File: config.mk
export PLATFORM = sky130hd
export DESIGN_NAME = nwExecTop
export DESIGN_NICKNAME = d
export VERILOG_FILES = /design/src/rtl/nw_pkg.sv /design/src/rtl/nwCtrl.sv /design/src/rtl/nwDatapath.sv /design/src/rtl/nwExecTop.sv
export SDC_FILE = /design/constraint.sdc
export NUM_CORES = 2
export LEC_CHECK = 0
export BUFFER_PORTS_ARGS = -buffer_cell sky130_fd_sc_hd__buf_2
export CORE_MARGIN = 2
export CORE_UTILIZATION = 30
export DETAILED_ROUTE_END_ITERATION = 7
export PLACE_DENSITY_LB_ADDON = 0.12
export SYNTH_ARGS = -nofsm -noshare
export SYNTH_HDL_FRONTEND = slang
export SYNTH_SLANG_ARGS = --single-unit
export TNS_END_PERCENT = 10
File: constraint.sdc
create_clock -name clk -period 15.8 [get_ports clk]
set_input_delay 3.16 -clock clk [delete_from_list [all_inputs] [get_ports clk]]
set_output_delay 3.16 -clock clk [all_outputs]
set_load 0.005 [all_outputs]
File: src/rtl/nw_pkg.sv
package nw_pkg;
  localparam int DATA_W  = 32;
  localparam int SLICE_W = 8;
  localparam int NSLICES = DATA_W / SLICE_W;

  typedef enum logic [1:0] {MODE8 = 2'd0, MODE16 = 2'd1, MODE32 = 2'd2} widthE;

  localparam logic [2:0] OP_ADD = 3'd0;
  localparam logic [2:0] OP_SUB = 3'd1;
  localparam logic [2:0] OP_AND = 3'd2;
  localparam logic [2:0] OP_OR  = 3'd3;
  localparam logic [2:0] OP_XOR = 3'd4;
  localparam logic [2:0] OP_IMM = 3'd5;
  localparam logic [2:0] OP_MOV = 3'd6;
  localparam logic [2:0] OP_CFG = 3'd7;

  typedef struct packed {
    logic  exWrite;
    logic  capture;
    logic  replayWrite;
    widthE mode;
  } strobeS;

  function automatic logic fitsW(logic [DATA_W-1:0] v, widthE m);
    case (m)
      MODE8:   fitsW = (&v[DATA_W-1:7])  | ~(|v[DATA_W-1:7]);
      MODE16:  fitsW = (&v[DATA_W-1:15]) | ~(|v[DATA_W-1:15]);
      default: fitsW = 1'b1;
    endcase
  endfunction

  function automatic logic [DATA_W-1:0] sextW(logic [DATA_W-1:0] v, widthE m);
    case (m)
      MODE8:   sextW = {{(DATA_W-8){v[7]}}, v[7:0]};
      MODE16:  sextW = {{(DATA_W-16){v[15]}}, v[15:0]};
      default: sextW = v;
    endcase
  endfunction

  function automatic logic [DATA_W-1:0] aluF(logic [2:0] op, logic [DATA_W-1:0] a,
                                             logic [DATA_W-1:0] b, logic [DATA_W-1:0] imm);
    case (op)
      OP_ADD:  aluF = a + b;
      OP_SUB:  aluF = a - b;
      OP_AND:  aluF = a & b;
      OP_OR:   aluF = a | b;
      OP_XOR:  aluF = a ^ b;
      OP_IMM:  aluF = imm;
      default: aluF = a;
    endcase
  endfunction
endpackage

File: src/rtl/nwCtrl.sv
module nwCtrl
  import nw_pkg::*;
#(
  parameter int PENALTY = 5
) (
  input  logic        clk,
  input  logic        rstN,
  input  logic        instValid,
  input  logic [2:0]  instOp,
  input  logic [1:0]  instCfg,
  input  logic        fitsOk,
  input  logic        needUpper,
  output strobeS      strobes,
  output logic        instReady,
  output logic        flushReq,
  output logic [1:0]  curMode,
  output logic [NSLICES-1:0] sliceEn,
  output logic [NSLICES-1:0] rfDrowsy
);
  localparam int CNT_W = $clog2(PENALTY + 1);

  widthE            modeQ;
  logic             penQ;
  logic [CNT_W-1:0] cntQ;
  logic             wokeQ;

  logic isCfg, wakeNeed, accept, mis, lastPen;
  widthE cfgMode;

  always_comb begin
    isCfg    = (instOp == OP_CFG);
    wakeNeed = !penQ && instValid && !isCfg && (modeQ != MODE32) && needUpper && !wokeQ;
    instReady = !penQ && !wakeNeed;
    accept   = instValid && instReady;
    mis      = accept && !isCfg && (modeQ != MODE32) && !fitsOk;
    lastPen  = penQ && (cntQ == CNT_W'(1));
    case (instCfg)
      2'd0:    cfgMode = MODE8;
      2'd1:    cfgMode = MODE16;
      default: cfgMode = MODE32;
    endcase
    strobes.exWrite     = accept && !isCfg && !mis;
    strobes.capture     = mis;
    strobes.replayWrite = lastPen;
    strobes.mode        = modeQ;
    flushReq            = mis;
    curMode             = modeQ;
    case (modeQ)
      MODE8:   sliceEn = 4'b0001;
      MODE16:  sliceEn = 4'b0011;
      default: sliceEn = 4'b1111;
    endcase
    rfDrowsy = wokeQ ? '0 : ~sliceEn;
  end

  always_ff @(posedge clk) begin
    if (!rstN) begin
      modeQ <= MODE32;
      penQ  <= 1'b0;
      cntQ  <= '0;
      wokeQ <= 1'b0;
    end else begin
      if (mis) modeQ <= MODE32;
      else if (accept && isCfg) modeQ <= cfgMode;

      if (mis) begin
        penQ <= 1'b1;
        cntQ <= CNT_W'(PENALTY);
      end else if (lastPen) begin
        penQ <= 1'b0;
        cntQ <= '0;
      end else if (penQ) begin
        cntQ <= cntQ - CNT_W'(1);
      end

      if (accept) wokeQ <= 1'b0;
      else if (wakeNeed) wokeQ <= 1'b1;
    end
  end

  AST_FLUSH_STALL: assert property (@(posedge clk) disable iff (!rstN)
    flushReq |=> !instReady);
  AST_FLUSH_FULL: assert property (@(posedge clk) disable iff (!rstN)
    flushReq |=> (curMode == 2'd2));
  AST_PEN_RANGE: assert property (@(posedge clk) disable iff (!rstN)
    penQ |-> (cntQ >= CNT_W'(1) && cntQ <= CNT_W'(PENALTY)));
  AST_WAKE_ONCE: assert property (@(posedge clk) disable iff (!rstN)
    (wokeQ && instValid) |-> instReady);
endmodule

File: src/rtl/nwDatapath.sv
module nwDatapath
  import nw_pkg::*;
#(
  parameter int NREGS = 16,
  localparam int REG_AW = $clog2(NREGS)
) (
  input  logic              clk,
  input  logic              rstN,
  input  strobeS            strobes,
  input  logic [2:0]        instOp,
  input  logic [REG_AW-1:0] instRd,
  input  logic [REG_AW-1:0] instRs1,
  input  logic [REG_AW-1:0] instRs2,
  input  logic [DATA_W-1:0] instImm,
  output logic              fitsOk,
  output logic              needUpper,
  output logic              wbValid,
  output logic [REG_AW-1:0] wbRd,
  output logic [DATA_W-1:0] wbData
);
  logic              wbValidQ;
  logic [REG_AW-1:0] wbRdQ;
  logic [DATA_W-1:0] wbDataQ;
  widthE             wbTagQ;

  widthE             regTag [NREGS];
  logic [DATA_W-1:0] rawA, rawB;
  logic [NSLICES-1:0] sliceWe;

  logic [2:0]        repOp;
  logic [REG_AW-1:0] repRd;
  logic [DATA_W-1:0] repA, repB, repImm;

  for (genvar s = 0; s < NSLICES; s++) begin : g_slice
    logic [SLICE_W-1:0] mem [NREGS];
    if (s == 0) begin : g_low
      assign sliceWe[s] = 1'b1;
    end else if (s == 1) begin : g_mid
      assign sliceWe[s] = (wbTagQ != MODE8);
    end else begin : g_high
      assign sliceWe[s] = (wbTagQ == MODE32);
    end
    always_ff @(posedge clk) begin
      if (!rstN) begin
        for (int i = 0; i < NREGS; i++) mem[i] <= '0;
      end else if (wbValidQ && sliceWe[s]) begin
        mem[wbRdQ] <= wbDataQ[s*SLICE_W +: SLICE_W];
      end
    end
    assign rawA[s*SLICE_W +: SLICE_W] = mem[instRs1];
    assign rawB[s*SLICE_W +: SLICE_W] = mem[instRs2];
  end

  always_ff @(posedge clk) begin
    if (!rstN) begin
      for (int i = 0; i < NREGS; i++) regTag[i] <= MODE8;
    end else if (wbValidQ) begin
      regTag[wbRdQ] <= wbTagQ;
    end
  end

  logic [DATA_W-1:0] valA, valB, exRes, repRes;
  widthE tagA, tagB;
  logic  useA, useB, fwdA, fwdB;

  always_comb begin
    fwdA = wbValidQ && (wbRdQ == instRs1);
    fwdB = wbValidQ && (wbRdQ == instRs2);
    valA = fwdA ? wbDataQ : sextW(rawA, regTag[instRs1]);
    valB = fwdB ? wbDataQ : sextW(rawB, regTag[instRs2]);
    tagA = fwdA ? wbTagQ : regTag[instRs1];
    tagB = fwdB ? wbTagQ : regTag[instRs2];
    useA = (instOp != OP_IMM) && (instOp != OP_CFG);
    useB = (instOp <= OP_XOR);
    exRes  = aluF(instOp, valA, valB, instImm);
    repRes = aluF(repOp, repA, repB, repImm);
    fitsOk = (!useA || fitsW(valA, strobes.mode)) &&
             (!useB || fitsW(valB, strobes.mode)) &&
             fitsW(exRes, strobes.mode);
    needUpper = (useA && (tagA > strobes.mode)) || (useB && (tagB > strobes.mode));
  end

  always_ff @(posedge clk) begin
    if (!rstN) begin
      wbValidQ <= 1'b0;
      wbRdQ    <= '0;
      wbDataQ  <= '0;
      wbTagQ   <= MODE32;
      repOp    <= OP_ADD;
      repRd    <= '0;
      repA     <= '0;
      repB     <= '0;
      repImm   <= '0;
    end else begin
      if (strobes.capture) begin
        repOp  <= instOp;
        repRd  <= instRd;
        repA   <= valA;
        repB   <= valB;
        repImm <= instImm;
      end
      if (strobes.exWrite) begin
        wbValidQ <= 1'b1;
        wbRdQ    <= instRd;
        wbDataQ  <= exRes;
        wbTagQ   <= strobes.mode;
      end else if (strobes.replayWrite) begin
        wbValidQ <= 1'b1;
        wbRdQ    <= repRd;
        wbDataQ  <= repRes;
        wbTagQ   <= MODE32;
      end else begin
        wbValidQ <= 1'b0;
      end
    end
  end

  assign wbValid = wbValidQ;
  assign wbRd    = wbRdQ;
  assign wbData  = wbDataQ;

  AST_NO_WB_AFTER_MIS: assert property (@(posedge clk) disable iff (!rstN)
    strobes.capture |=> !wbValidQ);
  AST_REPLAY_WB: assert property (@(posedge clk) disable iff (!rstN)
    strobes.replayWrite |=> wbValidQ);
  AST_WB_FITS_TAG: assert property (@(posedge clk) disable iff (!rstN)
    wbValidQ |-> fitsW(wbDataQ, wbTagQ));
endmodule

File: src/rtl/nwExecTop.sv
module nwExecTop
  import nw_pkg::*;
#(
  parameter int PENALTY = 5,
  parameter int NREGS   = 16
) (
  input  logic        clk,
  input  logic        rstN,
  input  logic        instValid,
  input  logic [2:0]  instOp,
  input  logic [3:0]  instRd,
  input  logic [3:0]  instRs1,
  input  logic [3:0]  instRs2,
  input  logic [31:0] instImm,
  input  logic [1:0]  instCfg,
  output logic        instReady,
  output logic        flushReq,
  output logic        wbValid,
  output logic [3:0]  wbRd,
  output logic [31:0] wbData,
  output logic [3:0]  sliceEn,
  output logic [3:0]  rfDrowsy,
  output logic [1:0]  curMode
);
  strobeS strobes;
  logic   fitsOk, needUpper;

  nwCtrl #(.PENALTY(PENALTY)) u_ctrl (
    .clk(clk), .rstN(rstN), .instValid(instValid), .instOp(instOp), .instCfg(instCfg),
    .fitsOk(fitsOk), .needUpper(needUpper), .strobes(strobes), .instReady(instReady),
    .flushReq(flushReq), .curMode(curMode), .sliceEn(sliceEn), .rfDrowsy(rfDrowsy)
  );

  nwDatapath #(.NREGS(NREGS)) u_dp (
    .clk(clk), .rstN(rstN), .strobes(strobes), .instOp(instOp), .instRd(instRd),
    .instRs1(instRs1), .instRs2(instRs2), .instImm(instImm), .fitsOk(fitsOk),
    .needUpper(needUpper), .wbValid(wbValid), .wbRd(wbRd), .wbData(wbData)
  );

  AST_CFG_NO_WB: assert property (@(posedge clk) disable iff (!rstN)
    (instValid && instReady && instOp == OP_CFG) |=> !wbValid);
endmodule

==> flow_summary_export.csv <==
group,metric,value,unit
outcome,status,"finished clean",
floorplanning,dieWidth,399,um
power_and_ir_drop,p_sw,1.87,mW
global_route,antenna_violations_before_repair,9,
power_and_ir_drop,power.share.switching,33.0,%
clock_network,cts_tree,"done",
placed_design,place.detailed.hpwl,133000,um
sta,worst_pin_slew,1180,ps
floorplanning,die_height,399,um
detailed_routing,viasPerCell,5.53,
min_path,timing.hold.worst.class,"reg2reg",
global_route,grt-ovfl-total,0,
sta,setup_viol,0,
global_route,gr-usage-all-layers,22.7,%
sta,fin_tns_setup,0,ps
global_route,grt_max_degree,97,
worst_setup_path,timing.reg2reg.setup_slack,6060,ps
yosys,post_synth_main_area_contributors,"edfxtp_1 (35%), mux4_2 (15%), dfxtp_1 (6.4%)",
worst_setup_path,setup.worst_path.class,"in2out",
yosys,synth_nets,4491,
cells_and_area,fillers,15307,
power_and_ir_drop,p_per_area,108,mW/mm2
clock_network,max-clock-path-buffers,3,
detailed_routing,via_count,35095,
sta,unrepaired_setup_endpoints_after_global_routing,"false",
detailed_routing,detail_route.wirelength,182000,um
sta,timing.slew.headroom,21.5,%
yosys,post_synth.cell_area_avg,11.0,um2
worst_setup_path,rr_worst_depth,28,
sta,finalCriticalPeriod,14350,ps
run,max_cap_violations,0,
worst_setup_path,worst_setup_path_startpoint,"instRs2[2]",
global_route,first_global_vias,34380,
yosys,ys_seq_area_share,41.4,%
floorplanning,core-area,0.154,mm2
yosys,synth_warnings,0,
worst_setup_path,crit_path_start_kind,"input pin",
power_and_ir_drop,seq_power_share,36.9,%
clock_network,worst_skew_pair_latency,720,ps
placed_design,globalplace.congestion,0.892,
floorplanning,pin_count,101,
clock_network,clockRootBuffer,"clkbuf_16",
yosys,ys_seq_elements,693,
cells_and_area,drive_gt1_share,18.5,%
power_and_ir_drop,static-leakage-power,19.1,nW
clock_network,clk_pin_slew_worst_paths,50,ps
worst_setup_path,cp-end-kind,"output port",
yosys,post_synthesis_instance_area,0.0467,mm2
yosys,postSynth.topFlopCell,"edfxtp_1",
global_route,first_pass_grt_wire_length,262000,um
clock_network,post_cts.repair.setup_buffers,0,
clock_network,cts_htree_levels,3,
sta,layout_setup_ws,1450,ps
clock_network,cts-resized-gates,0,
detailed_routing,post_drt_wl_per_cell,28.7,um
min_path,worst_hold_path.endpoint,"u_dp.repImm[4]",
min_path,min_path_cells,2,
worst_setup_path,critical_path.reg2reg.startpoint,"u_dp.wbRd[2]",
placed_design,setup_slack_placement,1480,ps
sta,fin_hold_ws,461,ps
yosys,synth_cells,4240,
cells_and_area,areaGrowthSynthToFinish,12.1,%
power_and_ir_drop,ir_drop,0.0738,mV
sta,period_share,90.8,%
yosys,synth_cell_types,102,
power_and_ir_drop,combPwrFrac,26.1,%
worst_setup_path,critical_path_required,12640,ps
detailed_routing,ant_nets,0,
yosys,yosys.cell_count.top_type,"edfxtp_1",
cells_and_area,final_net_count,4475,
clock_network,cts_hold_buf,0,
detailed_routing,drt-pass1-iter-count,5,
worst_setup_path,r2r_end,"u_dp.repA[25]",
sta,fmaxAchievable,0.0697,GHz
sta,finalClockSkew,28.8,ps
clock_network,cts-buffers-inserted,88,
clock_network,cts.sinks,693,
yosys,synth-edff-count,544,
cells_and_area,final_core_utilization,33.9,%
floorplanning,dieArea,0.159,mm2
yosys,synth.top_cell.area_share,35.0,%
sta,report.final.hold_viol_count,0,
power_and_ir_drop,clock_network_fraction_of_design_power,37.0,%
floorplanning,std_cell_rows,144,
sta,slew_violations,0,
yosys,post_synth_most_frequent_cells,"edfxtp_1 (544), nand2_1 (384), and2_1 (321)",
worst_setup_path,timing.critical_path.arrival,11190,ps
yosys,async_reset_ff_share,0,%
min_path,hold_path_startpoint,"u_dp.repImm[4]",
power_and_ir_drop,power_report.internal_total,3.79,mW
floorplanning,start_util,30.3,%
yosys,synth_largest_area_cell,"edfxtp_1",
detailed_routing,initialDrtViolationCount,3411,
worst_setup_path,crit_path_max_fanout,43,
detailed_routing,remaining_drc_errors,0,
placed_design,portBuffers,98,
sequential cells by signal (all words and copies together), names as in the netlist:
register,flops
u_ctrl.cntQ,3
u_ctrl.curMode,2
u_ctrl.penQ,1
u_ctrl.wokeQ,1
u_dp.g_slice.mem,512
u_dp.regTag,32
u_dp.repA,32
u_dp.repB,32
u_dp.repImm,32
u_dp.repOp,3
u_dp.repRd,4
u_dp.wbData,32
u_dp.wbRd,4
u_dp.wbTagQ,2
u_dp.wbValid,1
per-stage QoR:
stage / cell area (um2) / instances / total power [mW]
6_report: 52400 / 6343 / 5.65
5_1_grt: 52400 / 6340 / 5.88
4_1_cts: 52400 / 6340 / 5.69
3_5_place_dp: 49400 / 6178 / 3.58
3_3_place_gp: 49400 / 6178 / 3.58
2_1_floorplan: 46700 / 4240 / 3.07
cell families after synthesis:
kind of cell	Yosys count	synth area share (%)
buffers and inverters	542	5.07
xor gates and xnor gates	111	2.08
muxes	491	19.2
adders and majority gates	199	5.36
AOI/OAI and AO/OA	753	10.9
other	2	0.0161
and+or+nand+nor	1449	16.0
DFF	693	41.4
cell usage in the layout, fill, tap and decap left out, types with 148 or more instances in the layout:
cell	n
and2_1	321
nor2_1	204
nor2b_1	151
a21oi_1	150
edfxtp_1	544
mux2i_1	150
mux4_2	320
inv_1	172
ha_1	197
buf_4	148
nand2_1	383
routing by layer:
metal  GRT usage, %  routed length [um]
met5              0                  29
met4           5.85                3980
met3           3.04               10000
met2           36.5               85100
met1           32.1               82900
how the worst max path moves through the flow:
stage,endpoint,cells past startpoint
2_1_floorplan,flushReq,28
3_3_place_gp,flushReq,27
3_5_place_dp,flushReq,27
4_1_cts,flushReq,27
5_1_grt,flushReq,28
6_report,flushReq,27
area by class of cell:
type / count / area, um2 / share of cell area (%)
clock buffers: 120 / 2450 / 4.67
well taps: 2044 / 2560 / 4.88
inverters: 187 / 702 / 1.34
flip-flops and latches: 693 / 19300 / 36.9
clock inverters: 42 / 489 / 0.934
diodes: 3 / 7.51 / 0.0143
repair buffers: 249 / 1730 / 3.31
multi-input cells: 3005 / 25100 / 48.0
worst max-delay path, stage by stage:
cell and delay (ps):
buf_4 550, mux4_2 420, mux4_2 550, or3_1 470, and3_1 220, a211o_1 300, nor4_4 250, inv_1 70
nor2_1 220, nand3_1 230, o21ai_0 300, xnor2_1 160, ha_1 300, nand4_1 190, nor3_1 80, or4_1 500
a221oi_1 700, xnor2_1 120, o211ai_1 170, o221ai_1 190, or4_1 540, or4b_1 490, nor4_2 190, nand2_2 140
mux2i_4 380, nor3_4 80, buf_2 140
power by group through the flow:
stage	sequential, mW	combinational [mW]	clock (mW)
global placement	2.12	1.46	0
detailed placement	2.12	1.45	0
floorplan	2.10	0.973	0
CTS	2.09	1.46	2.14
global route	2.09	1.59	2.20
finish	2.09	1.47	2.09
Note: power is estimated with default switching activity, not from simulation.
